**config.mk**
```make
export PLATFORM = sky130hd
export DESIGN_NAME = periph_route_dec
export DESIGN_NICKNAME = d
export VERILOG_FILES = /design/src/rtl/route_pkg.sv /design/src/rtl/route_irq_lut.sv /design/src/rtl/route_base_calc.sv /design/src/rtl/route_par_ctl.sv /design/src/rtl/periph_route_dec.sv
export SDC_FILE = /design/constraint.sdc
export NUM_CORES = 1
export LEC_CHECK = 0
export BUFFER_PORTS_ARGS = -buffer_cell sky130_fd_sc_hd__clkbuf_2
export CAP_MARGIN = 30
export CORE_AREA = 2 2 98 100
export DETAILED_ROUTE_END_ITERATION = 7
export DIE_AREA = 0 0 100 102
export PLACE_DENSITY = 0.77
export SLEW_MARGIN = 20
export SYNTH_ARGS = -nofsm -noshare
export SYNTH_HDL_FRONTEND = slang
export SYNTH_SLANG_ARGS = --single-unit
```
**constraint.sdc**
```tcl
create_clock -name clk -period 1.7 [get_ports clk]
set_input_delay 0.34 -clock clk [delete_from_list [all_inputs] [get_ports clk]]
set_output_delay 0.34 -clock clk [all_outputs]
set_load 0.01 [all_outputs]
```
**src/rtl/route_pkg.sv**
```systemverilog
package route_pkg;

  localparam int IRQ_W   = 4;
  localparam int DMA_W   = 3;
  localparam int NUM_SER = 2;

  localparam logic [IRQ_W-1:0] IRQ_NONE = 4'hF;
  localparam logic [DMA_W-1:0] DMA_NONE = 3'd4;

  typedef enum logic [1:0] {
    BAUD_DIV13 = 2'd0,
    BAUD_DIV12 = 2'd1,
    BAUD_DIV3  = 2'd2
  } baud_sel_e;

  typedef enum logic [1:0] {
    PAR_STD = 2'd0,
    PAR_ECP = 2'd1,
    PAR_EPP = 2'd2,
    PAR_OFF = 2'd3
  } par_mode_e;

  typedef struct packed {
    logic             vld;
    logic [IRQ_W-1:0] num;
  } irq_res_t;

  // Two-bit DMA code to channel; code zero means no channel (4).
  function automatic logic [DMA_W-1:0] dma_decode(input logic [1:0] code);
    return (code == 2'd0) ? DMA_NONE : {1'b0, code};
  endfunction

endpackage

```
**src/rtl/route_irq_lut.sv**
```systemverilog
module route_irq_lut
  import route_pkg::*;
#(
  parameter int CODE_W = 4
) (
  input  logic [CODE_W-1:0] code_i,
  output irq_res_t          res_o
);

  // Non-linear code table; unlisted codes resolve to "none".
  always_comb begin
    res_o = '{vld: 1'b0, num: IRQ_NONE};
    case (code_i)
      CODE_W'(1): res_o = '{vld: 1'b1, num: 4'd5};
      CODE_W'(2): res_o = '{vld: 1'b1, num: 4'd2};
      CODE_W'(3): res_o = '{vld: 1'b1, num: 4'd3};
      CODE_W'(4): res_o = '{vld: 1'b1, num: 4'd4};
      CODE_W'(5): res_o = '{vld: 1'b1, num: 4'd7};
      CODE_W'(6): res_o = '{vld: 1'b1, num: 4'd6};
      CODE_W'(8): res_o = '{vld: 1'b1, num: 4'd10};
      default:    res_o = '{vld: 1'b0, num: IRQ_NONE};
    endcase
  end

endmodule

```
**src/rtl/route_base_calc.sv**
```systemverilog
module route_base_calc #(
  parameter int          REG_W      = 8,
  parameter int          ADDR_W     = 16,
  parameter int          ALIGN_LOG2 = 2,
  parameter int unsigned OR_VAL     = 0
) (
  input  logic [REG_W-1:0]  reg_i,
  output logic [ADDR_W-1:0] base_o
);

  localparam logic [ADDR_W-1:0] ALIGN_MASK =
    ~((ADDR_W'(1) << ALIGN_LOG2) - ADDR_W'(1));
  localparam logic [ADDR_W-1:0] OR_BITS = ADDR_W'(OR_VAL);

  logic [ADDR_W-1:0] shifted;

  assign shifted = ADDR_W'({reg_i, 2'b00});
  assign base_o  = (shifted & ALIGN_MASK) | OR_BITS;

endmodule

```
**src/rtl/route_par_ctl.sv**
```systemverilog
module route_par_ctl
  import route_pkg::*;
#(
  parameter int          REG_W   = 8,
  parameter int          ADDR_W  = 16,
  parameter int unsigned WIN_LO  = 32'h100,
  parameter int unsigned WIN_HI  = 32'hFFC
) (
  input  logic [1:0]        mode_i,
  input  logic              opt_i,
  input  logic [REG_W-1:0]  reg_i,
  output logic              en_o,
  output logic [ADDR_W-1:0] base_o,
  output logic              ext_o,
  output logic              ecp_o,
  output logic              epp_o
);

  localparam logic [ADDR_W-1:0] LO     = ADDR_W'(WIN_LO);
  localparam logic [ADDR_W-1:0] HI_W4  = ADDR_W'(WIN_HI) & ~ADDR_W'(3);
  localparam logic [ADDR_W-1:0] HI_W8  = ADDR_W'(WIN_HI) & ~ADDR_W'(7);

  logic [ADDR_W-1:0] base_a4;
  logic [ADDR_W-1:0] base_a8;
  logic [ADDR_W-1:0] hi_lim;
  par_mode_e         mode;

  route_base_calc #(.REG_W(REG_W), .ADDR_W(ADDR_W), .ALIGN_LOG2(2), .OR_VAL(0))
    u_align4 (.reg_i(reg_i), .base_o(base_a4));

  route_base_calc #(.REG_W(REG_W), .ADDR_W(ADDR_W), .ALIGN_LOG2(3), .OR_VAL(0))
    u_align8 (.reg_i(reg_i), .base_o(base_a8));

  assign mode = par_mode_e'(mode_i);

  always_comb begin
    ext_o  = 1'b0;
    ecp_o  = 1'b0;
    epp_o  = 1'b0;
    base_o = base_a4;
    hi_lim = HI_W4;
    case (mode)
      PAR_STD: ext_o = 1'b1;
      PAR_ECP: begin
        ecp_o = 1'b1;
        epp_o = opt_i;
      end
      PAR_EPP: begin
        epp_o  = 1'b1;
        ecp_o  = opt_i;
        base_o = base_a8;
        hi_lim = HI_W8;
      end
      default: ;
    endcase
  end

  assign en_o = (mode != PAR_OFF) && (base_o >= LO) && (base_o <= hi_lim);

endmodule

```
**src/rtl/periph_route_dec.sv**
```systemverilog
module periph_route_dec
  import route_pkg::*;
#(
  parameter int          REG_W   = 8,
  parameter int          ADDR_W  = 16,
  parameter int unsigned PAR_LO  = 32'h100,
  parameter int unsigned PAR_HI  = 32'hFFC
) (
  input  logic                        clk,
  input  logic                        rst,
  input  logic                        cfg_upd,
  input  logic [7:0]                  cfg_enables,
  input  logic [REG_W-1:0]            cfg_fdc_base,
  input  logic [REG_W-1:0]            cfg_ide_pri,
  input  logic [REG_W-1:0]            cfg_ide_sec,
  input  logic [REG_W-1:0]            cfg_par_base,
  input  logic [REG_W-1:0]            cfg_ser0_base,
  input  logic [REG_W-1:0]            cfg_ser1_base,
  input  logic [7:0]                  cfg_dma_sel,
  input  logic [7:0]                  cfg_irq_fp,
  input  logic [7:0]                  cfg_irq_ser,
  input  logic [7:0]                  cfg_clk_fast,
  input  logic [7:0]                  cfg_clk_mid,
  input  logic [7:0]                  cfg_par_opt,
  input  logic [7:0]                  cfg_par_fifo,
  output logic                        fdc_en,
  output logic [ADDR_W-1:0]           fdc_base,
  output logic [IRQ_W-1:0]            fdc_irq,
  output logic                        fdc_irq_vld,
  output logic [DMA_W-1:0]            fdc_dma,
  output logic                        ide_en,
  output logic [ADDR_W-1:0]           ide_pri_base,
  output logic [ADDR_W-1:0]           ide_sec_base,
  output logic [NUM_SER-1:0]          ser_en,
  output logic [NUM_SER*ADDR_W-1:0]   ser_base,
  output logic [NUM_SER*IRQ_W-1:0]    ser_irq,
  output logic [NUM_SER-1:0]          ser_irq_vld,
  output logic [NUM_SER*2-1:0]        ser_baud_sel,
  output logic                        par_en,
  output logic [ADDR_W-1:0]           par_base,
  output logic [IRQ_W-1:0]            par_irq,
  output logic                        par_irq_vld,
  output logic [DMA_W-1:0]            par_dma,
  output logic                        par_ext,
  output logic                        par_ecp,
  output logic                        par_epp,
  output logic [3:0]                  par_fifo_thr
);

  // Bit positions inside the enable byte.
  localparam int EN_IDE_BIT = 5;
  localparam int EN_FDC_BIT = 4;
  localparam int EN_SER_BIT = 2;
  localparam int OPT_BIT    = 5;
  localparam int FAST_BIT   = 6;

  // ---------------- combinational decode ----------------
  logic [ADDR_W-1:0]         fdc_base_d, ide_pri_d, ide_sec_d, par_base_d;
  irq_res_t                  fdc_irq_d, par_irq_d;
  irq_res_t [NUM_SER-1:0]    ser_irq_d;
  logic [NUM_SER*ADDR_W-1:0] ser_base_d;
  logic [NUM_SER*2-1:0]      ser_baud_d;
  logic                      par_en_d, par_ext_d, par_ecp_d, par_epp_d;

  route_base_calc #(.REG_W(REG_W), .ADDR_W(ADDR_W), .ALIGN_LOG2(4), .OR_VAL(0))
    u_fdc_base (.reg_i(cfg_fdc_base), .base_o(fdc_base_d));

  route_base_calc #(.REG_W(REG_W), .ADDR_W(ADDR_W), .ALIGN_LOG2(4), .OR_VAL(0))
    u_ide_pri (.reg_i(cfg_ide_pri), .base_o(ide_pri_d));

  route_base_calc #(.REG_W(REG_W), .ADDR_W(ADDR_W), .ALIGN_LOG2(4), .OR_VAL(6))
    u_ide_sec (.reg_i(cfg_ide_sec), .base_o(ide_sec_d));

  route_irq_lut #(.CODE_W(4)) u_fdc_irq (.code_i(cfg_irq_fp[7:4]), .res_o(fdc_irq_d));
  route_irq_lut #(.CODE_W(4)) u_par_irq (.code_i(cfg_irq_fp[3:0]), .res_o(par_irq_d));

  for (genvar n = 0; n < NUM_SER; n++) begin : g_ser
    logic [REG_W-1:0] byte_sel;
    baud_sel_e        baud;

    assign byte_sel = (n == 0) ? cfg_ser0_base : cfg_ser1_base;

    route_base_calc #(.REG_W(REG_W), .ADDR_W(ADDR_W), .ALIGN_LOG2(3), .OR_VAL(0))
      u_base (.reg_i(byte_sel), .base_o(ser_base_d[n*ADDR_W +: ADDR_W]));

    // Serial 0 uses the high nibble, serial 1 the low nibble.
    route_irq_lut #(.CODE_W(4))
      u_irq (.code_i(cfg_irq_ser[4*(NUM_SER-1-n) +: 4]), .res_o(ser_irq_d[n]));

    always_comb begin
      if (cfg_clk_fast[FAST_BIT+n])  baud = BAUD_DIV3;
      else if (cfg_clk_mid[n])       baud = BAUD_DIV12;
      else                           baud = BAUD_DIV13;
    end
    assign ser_baud_d[2*n +: 2] = baud;
  end

  route_par_ctl #(.REG_W(REG_W), .ADDR_W(ADDR_W), .WIN_LO(PAR_LO), .WIN_HI(PAR_HI))
    u_par (
      .mode_i (cfg_enables[1:0]),
      .opt_i  (cfg_par_opt[OPT_BIT]),
      .reg_i  (cfg_par_base),
      .en_o   (par_en_d),
      .base_o (par_base_d),
      .ext_o  (par_ext_d),
      .ecp_o  (par_ecp_d),
      .epp_o  (par_epp_d)
    );

  logic unused_cfg;
  assign unused_cfg = ^{cfg_enables[7:6], cfg_dma_sel[7:6], cfg_dma_sel[3:2],
                        cfg_clk_fast[5:0], cfg_clk_mid[7:2], cfg_par_opt[7:6],
                        cfg_par_opt[4:0], cfg_par_fifo[7:4]};

  // ---------------- output registers ----------------
  always_ff @(posedge clk) begin
    if (rst) begin
      fdc_en       <= 1'b0;
      fdc_base     <= '0;
      fdc_irq      <= IRQ_NONE;
      fdc_irq_vld  <= 1'b0;
      fdc_dma      <= DMA_NONE;
      ide_en       <= 1'b0;
      ide_pri_base <= '0;
      ide_sec_base <= '0;
      ser_en       <= '0;
      ser_base     <= '0;
      ser_irq      <= {NUM_SER{IRQ_NONE}};
      ser_irq_vld  <= '0;
      ser_baud_sel <= '0;
      par_en       <= 1'b0;
      par_base     <= '0;
      par_irq      <= IRQ_NONE;
      par_irq_vld  <= 1'b0;
      par_dma      <= DMA_NONE;
      par_ext      <= 1'b0;
      par_ecp      <= 1'b0;
      par_epp      <= 1'b0;
      par_fifo_thr <= '0;
    end else if (cfg_upd) begin
      fdc_en       <= cfg_enables[EN_FDC_BIT];
      fdc_base     <= fdc_base_d;
      fdc_irq      <= fdc_irq_d.num;
      fdc_irq_vld  <= fdc_irq_d.vld;
      fdc_dma      <= dma_decode(cfg_dma_sel[5:4]);
      ide_en       <= cfg_enables[EN_IDE_BIT];
      ide_pri_base <= ide_pri_d;
      ide_sec_base <= ide_sec_d;
      ser_en       <= cfg_enables[EN_SER_BIT +: NUM_SER];
      ser_base     <= ser_base_d;
      for (int i = 0; i < NUM_SER; i++) begin
        ser_irq[i*IRQ_W +: IRQ_W] <= ser_irq_d[i].num;
        ser_irq_vld[i]            <= ser_irq_d[i].vld;
      end
      ser_baud_sel <= ser_baud_d;
      par_en       <= par_en_d;
      par_base     <= par_base_d;
      par_irq      <= par_irq_d.num;
      par_irq_vld  <= par_irq_d.vld;
      par_dma      <= dma_decode(cfg_dma_sel[1:0]);
      par_ext      <= par_ext_d;
      par_ecp      <= par_ecp_d;
      par_epp      <= par_epp_d;
      par_fifo_thr <= cfg_par_fifo[3:0];
    end
  end

  // ---------------- assertions ----------------
  AST_HOLD_IDLE: assert property (@(posedge clk) disable iff (rst)
    !cfg_upd |=> $stable({fdc_en, fdc_base, fdc_irq, fdc_dma, ide_en, ide_pri_base,
                          ide_sec_base, ser_en, ser_base, ser_irq, ser_baud_sel,
                          par_en, par_base, par_irq, par_dma, par_ext, par_ecp,
                          par_epp, par_fifo_thr}));

  AST_FDC_EN_TRACK: assert property (@(posedge clk) disable iff (rst)
    cfg_upd |=> (fdc_en == $past(cfg_enables[EN_FDC_BIT])));

  AST_IRQ_NONE_CODE: assert property (@(posedge clk) disable iff (rst)
    !fdc_irq_vld |-> (fdc_irq == IRQ_NONE));

  AST_DMA_RANGE: assert property (@(posedge clk) disable iff (rst)
    (fdc_dma != 3'd0) && (fdc_dma <= DMA_NONE) && (par_dma != 3'd0));

  AST_PAR_EXT_ALONE: assert property (@(posedge clk) disable iff (rst)
    par_ext |-> (!par_ecp && !par_epp));

  AST_PAR_WINDOW: assert property (@(posedge clk) disable iff (rst)
    par_en |-> ((par_base >= ADDR_W'(PAR_LO)) && (par_base <= ADDR_W'(PAR_HI))));

endmodule

```
# Word-level counts from Yosys, hierarchy flattened

Cells that the tools add are included.
Widths: inputs -> output; s select.

Output and inout bits: 138
Input bits: 115
Bits in registers: 86

Order comparisons: 2
Reductions and logical operators: 5
Equal/unequal tests: 31
Muxes and demuxes: 15

Operators by type and width:

| cell                | number |
|---|---|
| $pmux 5 s7          | 4 |
| $eq 4x3->1 const B  | 12 |
| $eq 4x2->1 const B  | 8 |
| $eq 4x1->1 const B  | 4 |
| $eq 4x4->1 const B  | 4 |
| $le 10x12->1        | 1 |
| $mux 3              | 4 |
| $ge 10x9->1 const B | 1 |
| $logic_not 2->1     | 3 |
| $mux 2              | 2 |
| $pmux 1 s2          | 2 |
| $mux 1              | 3 |
| $eq 2x1->1 const B  | 1 |
| $eq 2x2->1 const B  | 1 |
| $logic_and 1x1->1   | 2 |
| $ne 2x2->1 const B  | 1 |

# Longest topological paths before layout

Gate-level depths: netlist of the first run.

Depth after elaboration: 5
Depth in mapped cells: 5
Depth with buffers taken out: 5

# By module

From an unflattened synthesis of the first run, not the netlist that was laid out.

Cell total of the unflattened synthesis: 690
Area, all modules: 6790.3 um^2

By module, submodules not included:

| module                                 | sequential area each (um^2) | area each (um^2) | cells an instance | instances |
|---|---|---|---|---|
| periph_route_dec                       | 2762.6                      | 5033.6           | 451               | 1 |
| route_base_calc at g_ser[0].u_base ... | 0.0                         | 123.9            | 17                | 6 |
| route_irq_lut                          | 0.0                         | 116.4            | 16                | 4 |
| route_par_ctl                          | 0.0                         | 420.4            | 55                | 1 |
| route_base_calc at u_ide_sec           | 0.0                         | 127.6            | 18                | 1 |

# Least setup slack after synthesis of the first run

No wires, ideal clock.

Kind: input to register
Start: input port cfg_irq_fp[2]
End: register par_irq_vld
Setup time: 0.116 ns
Path slack: 0.510 ns
Arrival: 1.075 ns
Stages: 4
Buffers on the path: 1
Data required time: 1.584 ns
Cell sequence: buf_6 -> or4_4 -> nand3_2 -> o21ai_2

Word-level cells in the longest chain between the ends: 2
Elaborated cells between the ends (all ways): 8
Classes of those cells: eq/ne (7); mux (1)

RTL lines:

| what                                     | RTL line                | source |
|---|---|---|
| start: declaration                       | periph_route_dec.sv:20  | `input logic [7:0] cfg_irq_fp,` |
| $eq 4x4->1, or another cell as far along | route_irq_lut.sv:13     | `case (code_i)` |
| $pmux 5 s7 (*)                           | route_irq_lut.sv:13     |  |
| end signal: assignment                   | periph_route_dec.sv:159 | `par_irq_vld <= par_irq_d.vld;` |
| end: declaration                         | periph_route_dec.sv:42  | `output logic par_irq_vld,` |

Mark *: on every way between the ends. The rest lies on a longest branch, timed or not.
A chain may end at the register's enable or synchronous reset.

# Worst setup path after layout of the first run

Start: register ide_pri_base[6]
End: output port ide_pri_base[6]

RTL lines:

| what                     | RTL line                | source |
|---|---|---|
| start: declaration       | periph_route_dec.sv:32  | `output logic [ADDR_W-1:0] ide_pri_base,` |
| start signal: assignment | periph_route_dec.sv:147 | `ide_pri_base <= ide_pri_d;` |

No word-level cell between the ends.

==> results of run 1 <==
per-layer routing:
layer	track usage	up-vias	wire length, um
li1	-	1576	-
met1	0.175	1493	3430
met2	0.302	123	4390
met3	0.0465	11	506
met4	0.0537	0	133
met5	0	-	0
path summary, 6_finish.rpt:
kind,end,start
setup / recovery,ide_pri_base[6],ide_pri_base[6]$_SDFFE_PP0P_
hold / removal,ide_sec_base[9]$_SDFFE_PP0P_,cfg_ide_sec[7]
setup reg to reg,fdc_irq[1]$_SDFFE_PP1P_,fdc_irq[1]$_SDFFE_PP1P_
hold reg to reg,ser_irq_vld[0]$_SDFFE_PP0P_,ser_irq_vld[0]$_SDFFE_PP0P_
cells by family (layout without fill, tap and decap cells):
logic type | Yosys count | after routing | share of synthesized area
simple gates | 137 | 137 | 0.180
buf+inv | 83 | 186 | 0.150
compound gates | 45 | 45 | 0.0748
mux | 56 | 56 | 0.144
xor+xnor | 4 | 4 | 0.00903
flops | 83 | 83 | 0.428
other cells | 1 | 54 | 0.000966
fa+ha+maj | 4 | 4 | 0.0129
power by group:
part	internal [mW]	switching, mW	leakage [nW]
clock	0.877	0.711	0.110
combinational	0.294	0.378	1.69
sequential	2.05	0.0553	0.684
metrics by stage:
step / hold WS (ps) / cell area (um^2)
floorplan: 470 / 4080
global placement: 454 / 4540
detailed placement: 448 / 4540
CTS: 209 / 4760
global route: 219 / 4760
finish: 228 / 4760
registers in the layout (all words and copies together), names as in the netlist:
register      count
ser_base         14
par_base          8
ser_irq           8
ide_sec_base      7
fdc_base          6
ide_pri_base      6
fdc_irq           4
par_fifo_thr      4
par_irq           4
ser_baud_sel      4
fdc_dma           3
par_dma           3
ser_en            2
ser_irq_vld       2
fdc_en            1
fdc_irq_vld       1
ide_en            1
par_ecp           1
par_en            1
par_epp           1
par_ext           1
par_irq_vld       1
worst register-to-register path: cells and delay by family, from the launching register on:
kind             cells  cell delay [ps]
AO/OA/AOI/OAI        1               50
AND/OR/NAND/NOR      2              300
flip-flops           1              320
cell type report:
cell class | count | area, um^2 | share of cell area
Sequential cell | 83 | 1660 | 0.349
Timing Repair Buffer | 166 | 883 | 0.185
Inverter | 4 | 15.0 | 0.00315
Clock inverter | 5 | 85.1 | 0.0179
Multi-Input combinational cell | 300 | 1840 | 0.386
Clock buffer | 11 | 141 | 0.0297
Tap cell | 111 | 139 | 0.0292
synth_stat cells, drive strengths merged:
library cell / n / area (um^2)
a21o: 4 / 30.0
a21oi: 12 / 60.1
a31oi: 2 / 12.5
a32o: 2 / 20.0
a41oi: 1 / 8.76
and2b: 1 / 7.51
and3: 2 / 13.8
and4bb: 1 / 12.5
buf: 71 / 538
clkbuf: 8 / 30.0
conb: 1 / 3.75
dfxtp: 83 / 1660
ha: 4 / 50.1
inv: 4 / 15.0
mux2i: 56 / 561
nand2: 4 / 15.0
nand2b: 15 / 96.3
nand3: 6 / 35.0
nand3b: 3 / 22.5
nor2: 78 / 293
nor2b: 1 / 6.26
nor3: 7 / 35.0
nor4b: 4 / 35.0
nor4bb: 4 / 40.0
o211ai: 1 / 7.51
o21ai: 10 / 53.8
o21bai: 13 / 97.6
or2: 3 / 18.8
or2b: 1 / 7.51
or3: 1 / 6.26
or3b: 4 / 35.0
or4: 2 / 18.8
xnor2: 2 / 17.5
xor2: 2 / 17.5
==> results.sh, run 1 <==
export IMPL_clockBufferDepth=2
export IMPL_fillers=886
export IMPL_cts_resized=0
export IMPL_setup_viol=0
export IMPL_hold_viol=0
export IMPL_htree_levels=3
export IMPL_routabilityCongestion=0.808
export IMPL_cp_end_kind="output pin"
export IMPL_hold_path_cell_count=3
export IMPL_dr_first_iter_drc_count=57
export IMPL_clk_latency_ps=340
export IMPL_postSynthCellCount=413
export IMPL_power_mw=4.37
export IMPL_worstSetupStartpointType="register"
export IMPL_placementRows=35
export IMPL_tns_ps=0
export IMPL_fin_nets=683
export IMPL_avgSynthCellArea_um2=9.40
export IMPL_finalCritPeriodShare=0.694
export IMPL_ff2ff_setup_slack_ps=930
export IMPL_rr_worst_depth=3
export IMPL_grt_pass1_wl_mm=13.4
export IMPL_arrival_ps=840
export IMPL_cts_tree="yes"
export IMPL_synth_distinct_cells=42
export IMPL_place_inst=664
export IMPL_die_w_um=100
export IMPL_dp_hpwl_mm=6.38
export IMPL_grt_use_total=0.161
export IMPL_drc=0
export IMPL_leakage_nw=2.48
export IMPL_grt_max_degree=45
export IMPL_worstPathCellList="clkbuf_2"
export IMPL_rsz0062_at_grt="false"
export IMPL_ir_drop_uv=505
export IMPL_ys_warn_count=0
export IMPL_fmax_mhz=848
export IMPL_synth_seq_area_share=0.428
export IMPL_root_buffer="clkbuf_8"
export IMPL_vias=3203
export IMPL_grt_overflow=0
export IMPL_critPathMaxStageDelay_ps=360
export IMPL_cts_reportedPaths_clkPinSlew_ps=90
export IMPL_fin_crit_ps=1180
export IMPL_post_cts_buffers=0
export IMPL_n_antenna_cell=0
export IMPL_critical_path_buf_inv_count=1
export IMPL_cts_sinks=83
export IMPL_maxCapViolCount=0
export IMPL_final_cell_mix="160 x clkbuf_2, 83 x dfxtp_1, 78 x nor2_1"
export IMPL_crit_slowest_cell="dfxtp_1"
export IMPL_layoutNonFillerInstCount=680
export IMPL_start_util=0.426
export IMPL_cp_max_fo=2
export IMPL_worst_path_stages=1
export IMPL_dr_pass1_iters=4
export IMPL_syn2layout_area_growth_pct=22.7
export IMPL_netlist_area_mm2=0.00388
export IMPL_pre_cts_ws_ps=343
export IMPL_portBuffers=161
export IMPL_min_path_type="primary input to register"
export IMPL_post_route_util=0.523
export IMPL_grt_pass1_vias=2999
export IMPL_dieArea_mm2=0.0102
export IMPL_path_class="register to output pin"
export IMPL_status="finished, final reports clean"
export IMPL_power_density_mw_per_mm2=917
export IMPL_drive_above_1_share=0.329
export IMPL_numCtsBuffers=9
export IMPL_layout_commonest_cell="clkbuf_2"
export IMPL_cp_data_required_time_ps=1360
export IMPL_wl_mm=8.46
export IMPL_pin_count=253
export IMPL_fin_skew_ps=0
export IMPL_cpLargestDelayFamily="flip-flops"
export IMPL_via_per_inst=4.71
export IMPL_drtAntennaViolNets=0
export IMPL_timing_final_ws_setup_ps=521
export IMPL_core_area_mm2=0.00911
export IMPL_ys_ff_latch=83
export IMPL_fp_dieH_um=102
export IMPL_antenna_found_initial=0
export IMPL_wire_per_inst_um=12.4
export IMPL_cts_hold_buffers_added=0
export IMPL_slew_viol_final=0
Power figures use the tool's default switching activity.
==> inputs of run 2 (changes only) <==
--- a/config.mk
+++ b/config.mk
@@ -5,12 +5,13 @@
 export SDC_FILE = /design/constraint.sdc
 export NUM_CORES = 1
 export LEC_CHECK = 0
+export ABC_AREA = 1
 export BUFFER_PORTS_ARGS = -buffer_cell sky130_fd_sc_hd__clkbuf_2
 export CAP_MARGIN = 30
 export CORE_AREA = 2 2 98 100
 export DETAILED_ROUTE_END_ITERATION = 7
 export DIE_AREA = 0 0 100 102
-export PLACE_DENSITY = 0.77
+export PLACE_DENSITY = 0.75
 export SLEW_MARGIN = 20
 export SYNTH_ARGS = -nofsm -noshare
 export SYNTH_HDL_FRONTEND = slang
==> constraint.sdc (replaced) <==
create_clock -name clk -period 1.1 [get_ports clk]
set_input_delay 0.22 -clock clk [delete_from_list [all_inputs] [get_ports clk]]
set_output_delay 0.22 -clock clk [all_outputs]
set_load 0.01 [all_outputs]
==> run 2 against run 1 <==
Effect of this change:
- flip-flop and latch count is the same
- register-to-register slack got worse by 480 ps
- worst setup slack worse by 470 ps
- critical path type unchanged
- via count up 15%
- critical path depth unchanged
- clock-buffer cell count is 2 lower
- die area stayed put
- final cell count grew 15%
- clock power rose by 58%
==> results.sh, run 2 <==
export IMPL_status="finished, final reports clean"
export IMPL_start_util=0.409
export IMPL_vias=3679
export IMPL_grt_overflow=0
export IMPL_layout_commonest_cell="clkbuf_2"
export IMPL_clockBufferDepth=2
export IMPL_grt_use_total=0.178
export IMPL_synth_area_top_cells="dfxtp_1 45%, nor2_1 12%, buf_4 11%"
export IMPL_place_inst=765
export IMPL_largest_reg_flops=14
export IMPL_grt_pass1_wl_mm=14.8
export IMPL_yosysMostFrequentCell="nor2_1"
export IMPL_rr_worst_depth=2
export IMPL_clk_latency_ps=340
export IMPL_antenna_found_initial=0
export IMPL_cp_max_fo=2
export IMPL_critical_path_buf_inv_count=1
export IMPL_yosys_area_top_type="dfxtp_1"
export IMPL_synth_main_ff_cell="dfxtp_1"
export IMPL_drc=0
export IMPL_htree_levels=3
export IMPL_fin_crit_ps=1050
export IMPL_root_buffer="clkbuf_8"
export IMPL_wl_mm=9.29
export IMPL_maxCapViolCount=0
export IMPL_synth_top_area_share=0.445
export IMPL_ys_warn_count=0
export IMPL_crit_slowest_cell="dfxtp_1"
export IMPL_avgSynthCellArea_um2=7.34
export IMPL_power_density_mw_per_mm2=1470
export IMPL_finalCritPeriodShare=0.958
export IMPL_netlist_area_mm2=0.00373
export IMPL_largest_register="ser_base"
export IMPL_grt_pass1_vias=3425
export IMPL_hold_path_startpoint="cfg_dma_sel[5]"
export IMPL_ys_ff_latch=83
export IMPL_cts_tree="yes"
export IMPL_fp_dieH_um=102
export IMPL_post_cts_buffers=0
export IMPL_cp_data_required_time_ps=880
export IMPL_final_cell_mix="159 x clkbuf_2, 122 x nor2_1, 72 x nand2_1"
export IMPL_slew_viol_final=0
export IMPL_path_class="register to output pin"
export IMPL_grt_max_degree=48
export IMPL_setup_viol=0
export IMPL_seq_area_mm2=0.00171
export IMPL_core_area_mm2=0.00911
export IMPL_cp_end_kind="output pin"
export IMPL_fin_skew_ps=0
export IMPL_r2r_start="fdc_base[4]$_SDFFE_PP0P_"
export IMPL_portBuffers=161
export IMPL_ys_async_sr_fraction=0
export IMPL_min_path_type="primary input to register"
export IMPL_worstSetupStartpointType="register"
export IMPL_worstPathCellList="clkbuf_2"
export IMPL_die_w_um=100
export IMPL_multiInputGateArea_mm2=0.00165
export IMPL_dp_hpwl_mm=6.90
export IMPL_synth_seq_area_share=0.445
export IMPL_via_per_inst=4.71
export IMPL_hold_path_cell_count=2
export IMPL_dr_pass1_iters=6
export IMPL_reg_largest_list="ser_base (14), par_base (8), ser_irq (8)"
export IMPL_routabilityCongestion=0.883
export IMPL_dpl_cell_area_mm2=0.00450
export IMPL_power_mw=7.01
export IMPL_crit_end="ide_sec_base[4]"
export IMPL_drtAntennaViolNets=0
export IMPL_dieArea_mm2=0.0102
export IMPL_drive_above_1_share=0.361
export IMPL_n_antenna_cell=0
export IMPL_numCtsBuffers=9
export IMPL_rr_endpoint="fdc_base[4]$_SDFFE_PP0P_"
export IMPL_crit_start="ide_sec_base[4]$_SDFFE_PP0P_"
export IMPL_pin_count=253
export IMPL_wire_per_inst_um=11.9
export IMPL_cts_reportedPaths_clkPinSlew_ps=90
export IMPL_dr_first_iter_drc_count=69
export IMPL_fmax_mhz=949
export IMPL_critPathMaxStageDelay_ps=350
export IMPL_synth_edff_count=0
export IMPL_post_route_util=0.525
export IMPL_fillers=869
export IMPL_layoutNonFillerInstCount=781
export IMPL_ff2ff_setup_slack_ps=450
export IMPL_fin_nets=784
export IMPL_rsz0062_at_grt="false"
export IMPL_cts_sinks=83
export IMPL_arrival_ps=830
export IMPL_cpLargestDelayFamily="flip-flops"
export IMPL_cts_hold_buffers_added=0
export IMPL_worst_path_stages=1
export IMPL_final_area_mm2=0.00478
export IMPL_postSynthCellCount=508
export IMPL_ir_drop_uv=691
export IMPL_hold_viol=0
export IMPL_placementRows=35
export IMPL_syn2layout_area_growth_pct=28.2
export IMPL_leakage_nw=2.51
export IMPL_synth_distinct_cells=26
export IMPL_ys_top_cells_by_count="122 x nor2_1, 83 x dfxtp_1, 72 x nand2_1"
[run 2: cell types whose count changed after synthesis, moves of 7 or more]
cell      delta
nand2_1     +68
mux2i_1     -56
nor2_1      +44
o21ai_0     +39
nand3_1     +26
nand2b_1    -14
inv_1       +13
o21bai_1    -13
o21ai_1     +11
buf_2        +7
[run 2: where the power goes]
part	total, mW	switching, mW	internal [mW]
logic	1.16	0.700	0.465
registers	3.34	0.109	3.23
clock network	2.51	1.19	1.32
total	7.01	2.00	5.01
[run 2: layer usage]
| layer | vias to the layer above | wire length, um | GRT usage |
|---|---|---|---|
| li1 | 1827 | - | - |
| met1 | 1662 | 3740 | 0.192 |
| met2 | 177 | 4520 | 0.320 |
| met3 | 13 | 908 | 0.0650 |
| met4 | 0 | 130 | 0.0695 |
| met5 | - | 0 | 0 |
[run 2: cells by family after synthesis]
family | after synthesis | synth area share
compound gates | 86 | 0.123
fa+ha+maj | 4 | 0.0134
buf+inv | 102 | 0.167
flops | 83 | 0.445
other cells | 1 | 0.00101
simple gates | 232 | 0.250
[run 2: cell type report]
cell class	count	share of cell area
flip-flops and latches	83	0.358
multi-input cells	376	0.344
repair buffers	174	0.205
well taps	111	0.0290
clock buffers	9	0.0259
clock inverters	7	0.0220
inverters	21	0.0165
[run 2: worst reg2reg max path, cell delays in order (launching register included)]
cell and delay (ps):
dfxtp_1 320, o21ai_0 180, nor2_1 60
[run 2: worst min path at each step]
stage	to	slack (ps)
2_1_floorplan	fdc_dma[2]$_SDFFE_PP1P_	320
3_3_place_gp	par_dma[2]$_SDFFE_PP1P_	430
3_5_place_dp	fdc_dma[2]$_SDFFE_PP1P_	430
4_1_cts	fdc_dma[2]$_SDFFE_PP1P_	50
5_1_grt	fdc_dma[2]$_SDFFE_PP1P_	60
6_report	fdc_dma[2]$_SDFFE_PP1P_	70
[run 2: repair_timing]
| action | in CTS | in global routing |
|---|---|---|
| gates resized for setup | 6 | 37 |
| endpoints found under the setup margin | 7 | 37 |
| hold endpoints to repair | 0 | 0 |
[run 2: through the flow]
stage / worst slack, ps / hold slack (ps) / TNS [ps]
after detailed placement: -37.1 / 434 / -137
after CTS: 4.33 / 49.5 / 0
after global routing: 0.170 / 56.6 / 0
after floorplan: 144 / 323 / 0
after global placement: -0.886 / 425 / -2.11
final: 46.4 / 74.1 / 0
